**src/rtl/pmask_pkg.sv**
```systemverilog
// Shared encodings for the predicate mask sequencer.
// Assumes 2-bit mode codes and 3-bit selector codes as listed in the brief.
package pmask_pkg;
    localparam logic [1:0] MODE_INT = 2'b01;
    localparam logic [1:0] MODE_CR  = 2'b10;

    localparam logic [2:0] ISEL_ALL   = 3'd0;
    localparam logic [2:0] ISEL_UNARY = 3'd1;

    typedef enum logic [2:0] {
        S_IDLE,
        S_INT_RD,
        S_INT_CAP,
        S_CR_RD,
        S_CR_CAP,
        S_DONE
    } seq_state_t;
endpackage

```
**src/rtl/pmask_int_dec.sv**
```systemverilog
// Integer selector decoder: maps a 3-bit code to a register number,
// an invert flag, a unary flag and an all-ones flag (no read needed).
// Assumes codes 2..7 pair r3, r10, r30 as plain/inverted.
module pmask_int_dec #(
    parameter int REG_W = 5
) (
    input  logic [2:0]       sel,
    output logic [REG_W-1:0] reg_num,
    output logic             invert,
    output logic             unary,
    output logic             all_ones
);
    import pmask_pkg::*;

    // Purpose: table lookup of the selector code.
    always_comb begin
        invert   = sel[0] & (sel[2:1] != 2'b00);
        unary    = (sel == ISEL_UNARY);
        all_ones = (sel == ISEL_ALL);
        unique case (sel[2:1])
            2'b00:   reg_num = all_ones ? '0 : REG_W'(3);
            2'b01:   reg_num = REG_W'(3);
            2'b10:   reg_num = REG_W'(10);
            default: reg_num = REG_W'(30);
        endcase
    end
endmodule

```
**src/rtl/pmask_cr_dec.sv**
```systemverilog
// Condition selector decoder: upper code bits pick the field bit,
// lowest code bit inverts it. Assumes CR_W is a power of two >= 4.
module pmask_cr_dec #(
    parameter int CR_W = 4,
    localparam int BI_W = $clog2(CR_W)
) (
    input  logic [2:0]      sel,
    output logic [BI_W-1:0] bit_idx,
    output logic            invert
);
    // Purpose: split selector into bit index and polarity.
    always_comb begin
        bit_idx = BI_W'(sel[2:1]);
        invert  = sel[0];
    end
endmodule

```
**src/rtl/pmask_int_shape.sv**
```systemverilog
// Shapes a raw integer register value into a mask: pass, invert,
// or one-hot of its low log2(XLEN) bits. Unary takes priority.
module pmask_int_shape #(
    parameter int XLEN = 64,
    localparam int SH_W = $clog2(XLEN)
) (
    input  logic [XLEN-1:0] raw,
    input  logic            invert,
    input  logic            unary,
    output logic [XLEN-1:0] mask
);
    // Purpose: select the transform for the captured register value.
    always_comb begin
        if (unary)
            mask = XLEN'(1) << raw[SH_W-1:0];
        else if (invert)
            mask = ~raw;
        else
            mask = raw;
    end
endmodule

```
**src/rtl/pmask_seq.sv**
```systemverilog
// Predicate mask sequencer top. Accepts a request, builds the source
// mask then the destination mask from integer reads or a per-element
// condition field walk, and offers both masks until accepted.
// Assumes read data returns one clock after enable, and req_vl <= XLEN.
module pmask_seq #(
    parameter int XLEN  = 64,
    parameter int CR_W  = 4,
    parameter int REG_W = 5,
    localparam int VL_W = $clog2(XLEN + 1),
    localparam int EL_W = $clog2(XLEN),
    localparam int BI_W = $clog2(CR_W)
) (
    input  logic             clk,
    input  logic             rst_n,
    input  logic             req_valid,
    output logic             req_ready,
    input  logic [1:0]       req_mode,
    input  logic [2:0]       req_src_sel,
    input  logic [2:0]       req_dst_sel,
    input  logic [VL_W-1:0]  req_vl,
    output logic             int_rd_en,
    output logic [REG_W-1:0] int_rd_idx,
    input  logic [XLEN-1:0]  int_rd_data,
    output logic             cr_rd_en,
    output logic [EL_W-1:0]  cr_rd_idx,
    input  logic [CR_W-1:0]  cr_rd_data,
    output logic             mask_valid,
    input  logic             mask_ready,
    output logic [XLEN-1:0]  src_mask,
    output logic [XLEN-1:0]  dst_mask
);
    import pmask_pkg::*;

    seq_state_t       st;
    logic [2:0]       src_sel_q, dst_sel_q, cur_sel;
    logic [VL_W-1:0]  vl_q;
    logic [EL_W-1:0]  elem;
    logic             phase;
    logic [XLEN-1:0]  srcm, dstm;

    logic [REG_W-1:0] d_reg;
    logic             d_inv, d_unary, d_all;
    logic [BI_W-1:0]  c_bit;
    logic             c_inv;
    logic [XLEN-1:0]  shaped;
    logic             cr_bit, last_elem;

    pmask_int_dec #(.REG_W(REG_W)) u_idec (
        .sel(cur_sel), .reg_num(d_reg), .invert(d_inv),
        .unary(d_unary), .all_ones(d_all)
    );

    pmask_cr_dec #(.CR_W(CR_W)) u_cdec (
        .sel(cur_sel), .bit_idx(c_bit), .invert(c_inv)
    );

    pmask_int_shape #(.XLEN(XLEN)) u_shape (
        .raw(int_rd_data), .invert(d_inv), .unary(d_unary), .mask(shaped)
    );

    // Purpose: selector of the mask currently being built.
    always_comb cur_sel = phase ? dst_sel_q : src_sel_q;

    // Purpose: per-element bit and end-of-walk detection.
    always_comb begin
        cr_bit    = cr_rd_data[c_bit] ^ c_inv;
        last_elem = (VL_W'(elem) == vl_q - VL_W'(1));
    end

    // Purpose: drive handshakes, read ports and mask outputs.
    always_comb begin
        req_ready  = (st == S_IDLE);
        mask_valid = (st == S_DONE);
        int_rd_en  = (st == S_INT_RD) && !d_all;
        int_rd_idx = int_rd_en ? d_reg : '0;
        cr_rd_en   = (st == S_CR_RD);
        cr_rd_idx  = cr_rd_en ? elem : '0;
        src_mask   = srcm;
        dst_mask   = dstm;
    end

    // Purpose: sequencing FSM and mask accumulation.
    always_ff @(posedge clk) begin
        if (!rst_n) begin
            st        <= S_IDLE;
            src_sel_q <= '0;
            dst_sel_q <= '0;
            vl_q      <= '0;
            elem      <= '0;
            phase     <= 1'b0;
            srcm      <= '0;
            dstm      <= '0;
        end else begin
            unique case (st)
                S_IDLE: if (req_valid) begin
                    src_sel_q <= req_src_sel;
                    dst_sel_q <= req_dst_sel;
                    vl_q      <= req_vl;
                    phase     <= 1'b0;
                    elem      <= '0;
                    if (req_mode == MODE_INT) begin
                        st <= S_INT_RD;
                    end else if (req_mode == MODE_CR) begin
                        srcm <= '0;
                        dstm <= '0;
                        st   <= (req_vl == '0) ? S_DONE : S_CR_RD;
                    end else begin
                        srcm <= '1;
                        dstm <= '1;
                        st   <= S_DONE;
                    end
                end
                S_INT_RD: if (d_all) begin
                    if (phase) begin
                        dstm <= '1;
                        st   <= S_DONE;
                    end else begin
                        srcm  <= '1;
                        phase <= 1'b1;
                    end
                end else begin
                    st <= S_INT_CAP;
                end
                S_INT_CAP: begin
                    if (phase) begin
                        dstm <= shaped;
                        st   <= S_DONE;
                    end else begin
                        srcm  <= shaped;
                        phase <= 1'b1;
                        st    <= S_INT_RD;
                    end
                end
                S_CR_RD: st <= S_CR_CAP;
                S_CR_CAP: begin
                    if (phase) dstm[elem] <= cr_bit;
                    else       srcm[elem] <= cr_bit;
                    if (last_elem) begin
                        elem <= '0;
                        if (phase) begin
                            st <= S_DONE;
                        end else begin
                            phase <= 1'b1;
                            st    <= S_CR_RD;
                        end
                    end else begin
                        elem <= elem + EL_W'(1);
                        st   <= S_CR_RD;
                    end
                end
                S_DONE: if (mask_ready) st <= S_IDLE;
                default: st <= S_IDLE;
            endcase
        end
    end

    // offered masks stay put while the consumer stalls
    a_r8_hold_stall: assert property (@(posedge clk) disable iff (!rst_n)
        (mask_valid && !mask_ready) |=> (mask_valid && $stable(src_mask) && $stable(dst_mask)));

    // never idle and offering at once
    a_r8_ready_excl: assert property (@(posedge clk) disable iff (!rst_n)
        !(req_ready && mask_valid));

    // integer reads only target r3, r10 or r30
    a_r3_int_target: assert property (@(posedge clk) disable iff (!rst_n)
        int_rd_en |-> (int_rd_idx == REG_W'(3) || int_rd_idx == REG_W'(10) ||
                       int_rd_idx == REG_W'(30)));

    // integer reads are separated by the capture cycle
    a_r5_read_gap: assert property (@(posedge clk) disable iff (!rst_n)
        int_rd_en |=> !int_rd_en);

    // field walk stays below the vector length
    a_r7_walk_bound: assert property (@(posedge clk) disable iff (!rst_n)
        cr_rd_en |-> (VL_W'(cr_rd_idx) < vl_q));

    // masks only move while a request is in flight
    a_r9_idle_hold: assert property (@(posedge clk) disable iff (!rst_n)
        (req_ready && !req_valid) |=> ($stable(src_mask) && $stable(dst_mask)));
endmodule

```
**config.mk**
```make
export PLATFORM = sky130hd
export DESIGN_NAME = pmask_seq
export DESIGN_NICKNAME = d
export VERILOG_FILES = /design/src/rtl/pmask_pkg.sv /design/src/rtl/pmask_int_dec.sv /design/src/rtl/pmask_cr_dec.sv /design/src/rtl/pmask_int_shape.sv /design/src/rtl/pmask_seq.sv
export SDC_FILE = /design/constraint.sdc
export NUM_CORES = 1
export LEC_CHECK = 0
export ABC_AREA = 0
export BUFFER_PORTS_ARGS = -buffer_cell sky130_fd_sc_hd__buf_2
export CORE_ASPECT_RATIO = 0.5
export CORE_MARGIN = 5
export CORE_UTILIZATION = 35
export DETAILED_ROUTE_END_ITERATION = 6
export PLACE_DENSITY = 0.56
export SYNTH_ARGS = -nofsm -noshare
export SYNTH_HDL_FRONTEND = slang
export SYNTH_SLANG_ARGS = --single-unit
```
**constraint.sdc**
```tcl
create_clock -name clk -period 2.55 [get_ports clk]
set_input_delay 0.1275 -clock clk [delete_from_list [all_inputs] [get_ports clk]]
set_output_delay 0.1275 -clock clk [all_outputs]
set_load 0.005 [all_outputs]
```
==> results of run 1 <==
metal layers:
layer  part of all wire, %  GRT usage (%)  up-vias
li1                      -              -     5416
met2                    45           41.2      643
met5                     0              0        -
met4                   2.3           7.95        0
met1                    44           36.5     5693
met3                   8.6           4.90       68
path summary, 6_finish.rpt:
kind,start,end,slack (ns),cells after the start
min reg2reg,vl_q[1],vl_q[1],0.48,2
max,phase,src_mask[53],0.08,8
max reg2reg,phase,src_mask[53],0.08,8
min,rst_n,st[1],0.02,2
logic make-up (layout without fill, tap and decap cells):
logic type / Yosys count / count (layout) / synth area share [%]
adder cells (fa/ha/maj): 2 / 2 / 0.262
XOR/XNOR: 9 / 9 / 0.826
AND/OR/NAND/NOR: 392 / 392 / 20.9
multiplexers: 7 / 7 / 0.786
buffers and inverters: 169 / 372 / 7.12
AO/OA/AOI/OAI: 599 / 599 / 38.4
flip-flops: 151 / 151 / 31.7
other: 0 / 1 / 0
what timing repair did:
action                                  4_1_cts  5_1_grt
hold buffers                                 13        0
buffers inserted                              0        0
endpoints found under the setup margin        3       81
hold endpoints to repair                     13        0
gates resized for setup                       2        4
area by class of cell:
cell class,instances,area [um^2],area share (%)
sequential,151,3030,24.9
inverter,11,43.8,0.361
timing repair buffer,329,2090,17.2
clock buffer,19,443,3.65
tap,352,440,3.63
antenna,1,2.50,0.0206
clock inverter,13,123,1.01
multi-input combinational,1009,5960,49.1
per-stage QoR:
| stage | setup slack [ns] | hold WS [ns] | power [mW] |
|---|---|---|---|
| floorplan | 0.391 | 0.263 | 8.05 |
| detailed placement | -0.0512 | 0.388 | 11.1 |
| global placement | -0.0934 | 0.375 | 10.9 |
| finish | 0.0770 | 0.0229 | 13.7 |
| CTS | 0.0156 | 0.00117 | 13.6 |
| global route | 0.00453 | 0.0183 | 14.5 |
synthesized netlist by cell type, types with 3 or more instances:
master / instances / share of area (%)
o31ai_1: 59 / 4.6
and2_1: 11 / 0.72
and3b_1: 4 / 0.37
nor2b_1: 6 / 0.39
a211oi_1: 14 / 1.1
dfxtp_1: 151 / 32
nand2b_1: 9 / 0.59
o22ai_1: 127 / 8.3
mux2_2: 4 / 0.47
nor4_1: 26 / 1.7
nor3b_1: 11 / 0.87
mux2i_1: 3 / 0.31
o31a_1: 5 / 0.46
or2_2: 3 / 0.20
o211ai_1: 4 / 0.31
nor2_1: 173 / 6.8
nand2_1: 57 / 2.2
a22o_1: 3 / 0.28
or4_1: 3 / 0.24
a21o_1: 3 / 0.24
or3_1: 5 / 0.33
a311oi_1: 46 / 4.2
nor4b_1: 36 / 3.3
inv_1: 8 / 0.31
clkbuf_1: 118 / 4.6
o311a_1: 6 / 0.63
buf_4: 3 / 0.24
xnor2_1: 9 / 0.83
nand3b_1: 3 / 0.24
o221ai_1: 3 / 0.28
nor3_1: 19 / 1.0
and3_1: 3 / 0.20
nand3_1: 8 / 0.42
a21oi_1: 178 / 9.3
inv_2: 3 / 0.12
or3b_2: 6 / 0.55
buf_2: 27 / 1.4
o21ai_0: 134 / 7.0
buf_1: 10 / 0.39
flip-flops by register name, summed over array words and instances, names as in the netlist:
register   count
dst_mask      64
src_mask      64
vl_q           7
elem           6
dst_sel_q      3
src_sel_q      3
st             3
phase          1
critical path, delay by kind of cell, from the launching register on:
kind	cells	cell delay, ns
AOI/OAI and AO/OA	4	0.89
and+or+nand+nor	2	0.68
DFF	1	0.38
buffers and inverters	2	0.38
power by group through the flow:
| stage | clock [mW] | sequential, mW | combinational (mW) |
|---|---|---|---|
| floorplan | 0 | 3.53 | 4.52 |
| global placement | 0 | 3.64 | 7.27 |
| detailed placement | 0 | 3.65 | 7.41 |
| CTS | 2.50 | 3.61 | 7.47 |
| global route | 2.60 | 3.68 | 8.18 |
| finish | 2.47 | 3.62 | 7.60 |
==> out/results.ini, run 1 <==
[global_routing]
grt_antenna_before_repair = 1
grt_usage_pct = 26.1
grt_pass1_wl_um = 64600
grt_max_degree = 73
grt_pass1_vias = 11000
gr-total-overflow = 0

[synthesis]
yosysWarnings = 0
synth.distinct_cells = 60
ys.flop_type = dfxtp_1
yosysSeqAreaShare_pct = 31.7
synth-seq-cells = 151
netlist_area_mm2 = 0.00955
synth-async-reset-ratio_pct = 0
synth-edff-count = 0
synth_cells = 1329
synthesis.nets = 1418
syn_area_per_cell_um2 = 7.18

[sta]
rsz0062_at_grt = false
hold_violations = 0
max_freq_ghz = 0.404
period_needed_ns = 2.47
fin_crit_sh_pct = 97.0
finalSetupViolCount = 0
tns_ns = 0
skew_ns = 0.0115
maxSlewHeadroom_pct = 46.5
tightest_slew_ns = 0.797
slew_viol_final = 0

[clock_network]
clock-root-buffer = clkbuf_16
clk_pin_slew_ns = 0.06
cts_buffers = 17
numClockSinks = 151
cts_tree = yes
clk-insertion-delay-late_ns = 0.46
ctsHtreeMaxLevel = 4
max-clock-path-buffers = 2

[setup_path]
crit_top_cell = buf_4
cp_slowest_stage_delay_ns = 0.51
worstPathCellList = nor3b_1 -> buf_4 -> or3_2 -> buf_4 -> a21oi_1 -> o31ai_1 -> a211oi_1 -> o22ai_1
worstPathArrival_ns = 2.79
end_kind = flop
critPathKind = flop to flop
worstPathMaxFanout = 19
start_kind = flop
crit_slowest_cell = or3_2
crit_required_ns = 2.86

[cells_and_area]
fillers = 2723
final_area_mm2 = 0.0121
layout.cells.non_filler = 1885
drive_gt1_share_pct = 25.2
layout_common_cells = buf_2 (229), a21oi_1 (177), nor2_1 (172)
nets = 1608
fin_util_pct = 45.5
final_common_cell = buf_2
syn2layout_area_growth_pct = 27.0

[power]
peakVddDrop_uv = 691
p_int_mw = 7.31
pwr_density_cell_mw_per_mm2 = 1130
swShare_pct = 46.5
clockPowerShare_pct = 18.0
switchingPower_mw = 6.37
power_frac_seq_pct = 26.5
combinationalPowerShare_pct = 55.5
leakage_nw = 4.74

[placement]
numPortBuffers = 229
placed_area_mm2 = 0.0114
dp_cells = 1839
dp_hpwl_um = 29800
place_congestion = 0.903

[floorplanning]
io-pin-count = 230
initial_core_util_pct = 35.8
die_area_mm2 = 0.0309
rows = 42
die_w_um = 244
coreArea_mm2 = 0.0266
die_y_um = 127

[routing]
vias = 11800
wire_per_inst_um = 22.6
initialDrtViolationCount = 1633
wl_um = 42600
antenna_left = 0
drt_pass1_iterations = 6
drc = 0
viasPerCell = 6.27

[status]
status = finished, final reports clean

[run]
max_cap_violations = 0

[hold_path]
hold_class = primary input to flop

Note: power is estimated with default switching activity, not from simulation.
==> inputs of run 2 (changes only) <==
Settings changed: PLACE_DENSITY 0.56 to unset.
==> out/results.ini, run 2 (synthesized netlist as in run 1, its figures left out) <==
[status]
status = finished, final reports clean

[setup_path]
cp_slowest_stage_delay_ns = 0.40
crit_family = compound AO/OA/AOI/OAI gates
worstPathCellList = buf_4 -> nor2_1 -> a32oi_1 -> buf_4 -> a21oi_4 -> buf_12 -> or2_2 -> buf_12 -> a311oi_1 -> o22ai_1
r2r_start = phase
crit_required_ns = 2.87
rrSetupSlack_ns = 0.05
crit_buf_inv = 4
critPathKind = flop to flop
critPathLaunch = phase
end_kind = flop
timing.rr.end = src_mask[50]
worstPathArrival_ns = 2.81
start_kind = flop
crit_slowest_cell = dfxtp_4
worstPathMaxFanout = 40
worstRegToRegCells = 10
cp-endpoint = src_mask[50]
critical_path_depth = 10

[sta]
period_needed_ns = 2.50
max_freq_ghz = 0.400
tns_ns = 0
hold_violations = 0
whs_ns = 0.0298
skew_ns = 0.0114
finalSetupViolCount = 0
worst_slack_ns = 0.0527
maxSlewHeadroom_pct = 45.0
rsz0062_at_grt = true
slew_viol_final = 0
tightest_slew_ns = 0.819
fin_crit_sh_pct = 97.9

[run]
max_cap_violations = 0

[floorplanning]
die_area_mm2 = 0.0309
coreArea_mm2 = 0.0266
die_w_um = 244
die_y_um = 127
io-pin-count = 230
rows = 42
initial_core_util_pct = 35.8

[power]
peakVddDrop_uv = 661
clockPowerShare_pct = 18.7
leakage_nw = 4.80
power_frac_seq_pct = 25.4
combinationalPowerShare_pct = 55.8
pwr_density_cell_mw_per_mm2 = 1170
p_int_mw = 7.80
swShare_pct = 45.9
switchingPower_mw = 6.61

[cells_and_area]
final_common_cell = buf_2
fillers = 2616
layout_common_cells = buf_2 (229), a21oi_1 (177), nor2_1 (172)
nets = 1611
syn2layout_area_growth_pct = 29.1
fin_util_pct = 46.3
drive_gt1_share_pct = 25.7

[global_routing]
grt_pass1_wl_um = 66800
grt_usage_pct = 27.2
grt_antenna_before_repair = 1
gr-total-overflow = 0
grt_max_degree = 73
grt_pass1_vias = 11200

[placement]
dp_hpwl_um = 31000
dp_slack_ns = -0.0760
numPortBuffers = 229
place_congestion = 0.912

[clock_network]
cts_tree = yes
ctsHtreeMaxLevel = 4
clk_pin_slew_ns = 0.06
clk-insertion-delay-late_ns = 0.45
clock-root-buffer = clkbuf_16
numClockSinks = 151
cts_buffers = 17
max-clock-path-buffers = 2
postCtsSetupBuffers = 0

[routing]
drt_pass1_iterations = 5
route.top_layer_used = met4
viasPerCell = 6.36
dr_wl_met2_um = 19700
dr_wl_met3_um = 4460
initialDrtViolationCount = 1941
vias = 12000
antenna_left = 0
wl_um = 44100
drc = 0
wire_per_inst_um = 23.4
drt-met1-wl_um = 18600

[hold_path]
hold_class = primary input to flop

==> run 2: per-layer routing <==
metal,GRT usage (%),vias to the layer above
met4,9.61,0
li1,-,5419
met5,0,-
met3,5.97,108
met2,41.7,727
met1,37.8,5757
==> run 2: power by group through the flow <==
stage | Clock, mW | Sequential [mW] | Combinational [mW]
final | 2.70 | 3.67 | 8.05
after global routing | 2.84 | 3.72 | 8.61
after CTS | 2.73 | 3.65 | 7.84
after detailed placement | 0 | 3.68 | 7.77
after global placement | 0 | 3.67 | 7.59
after floorplan | 0 | 3.53 | 4.52
==> run 2: timing repair <==
action                                  in CTS  in global routing
gates resized for setup                      4                  8
pin swaps                                    0                  1
endpoints found under the setup margin      38                 69
hold buffers                                13                  0
hold endpoints to repair                    13                  0
==> run 2: cell type report <==
class / count / area, um^2 / area share [%]
Antenna cell: 1 / 2.50 / 0.0203
Multi-Input combinational cell: 1009 / 6000 / 48.6
Timing Repair Buffer: 332 / 2200 / 17.9
Clock inverter: 11 / 146 / 1.19
Sequential cell: 151 / 3030 / 24.5
Clock buffer: 21 / 470 / 3.82
Inverter: 11 / 43.8 / 0.355
Tap cell: 352 / 440 / 3.57
==> run 2: metrics by stage <==
stage          total power, mW  instances  instance area (um^2)
2_1_floorplan             8.05       1329                  9550
3_3_place_gp              11.3       1842                 11500
3_5_place_dp              11.5       1842                 11500
4_1_cts                   14.2       1887                 12300
5_1_grt                   15.2       1888                 12300
6_report                  14.4       1888                 12300
==> run 2: worst min path at each step <==
| stage | start | end | slack (ns) | depth (start not counted) |
|---|---|---|---|---|
| after floorplan | req_vl[1] | vl_q[1] | 0.26 | 2 |
| after global placement | req_dst_sel[2] | dst_sel_q[2] | 0.38 | 3 |
| after detailed placement | req_dst_sel[2] | dst_sel_q[2] | 0.38 | 3 |
| after CTS | rst_n | st[1] | 0.01 | 2 |
| after global routing | rst_n | st[1] | 0.02 | 2 |
| final | rst_n | st[1] | 0.03 | 2 |
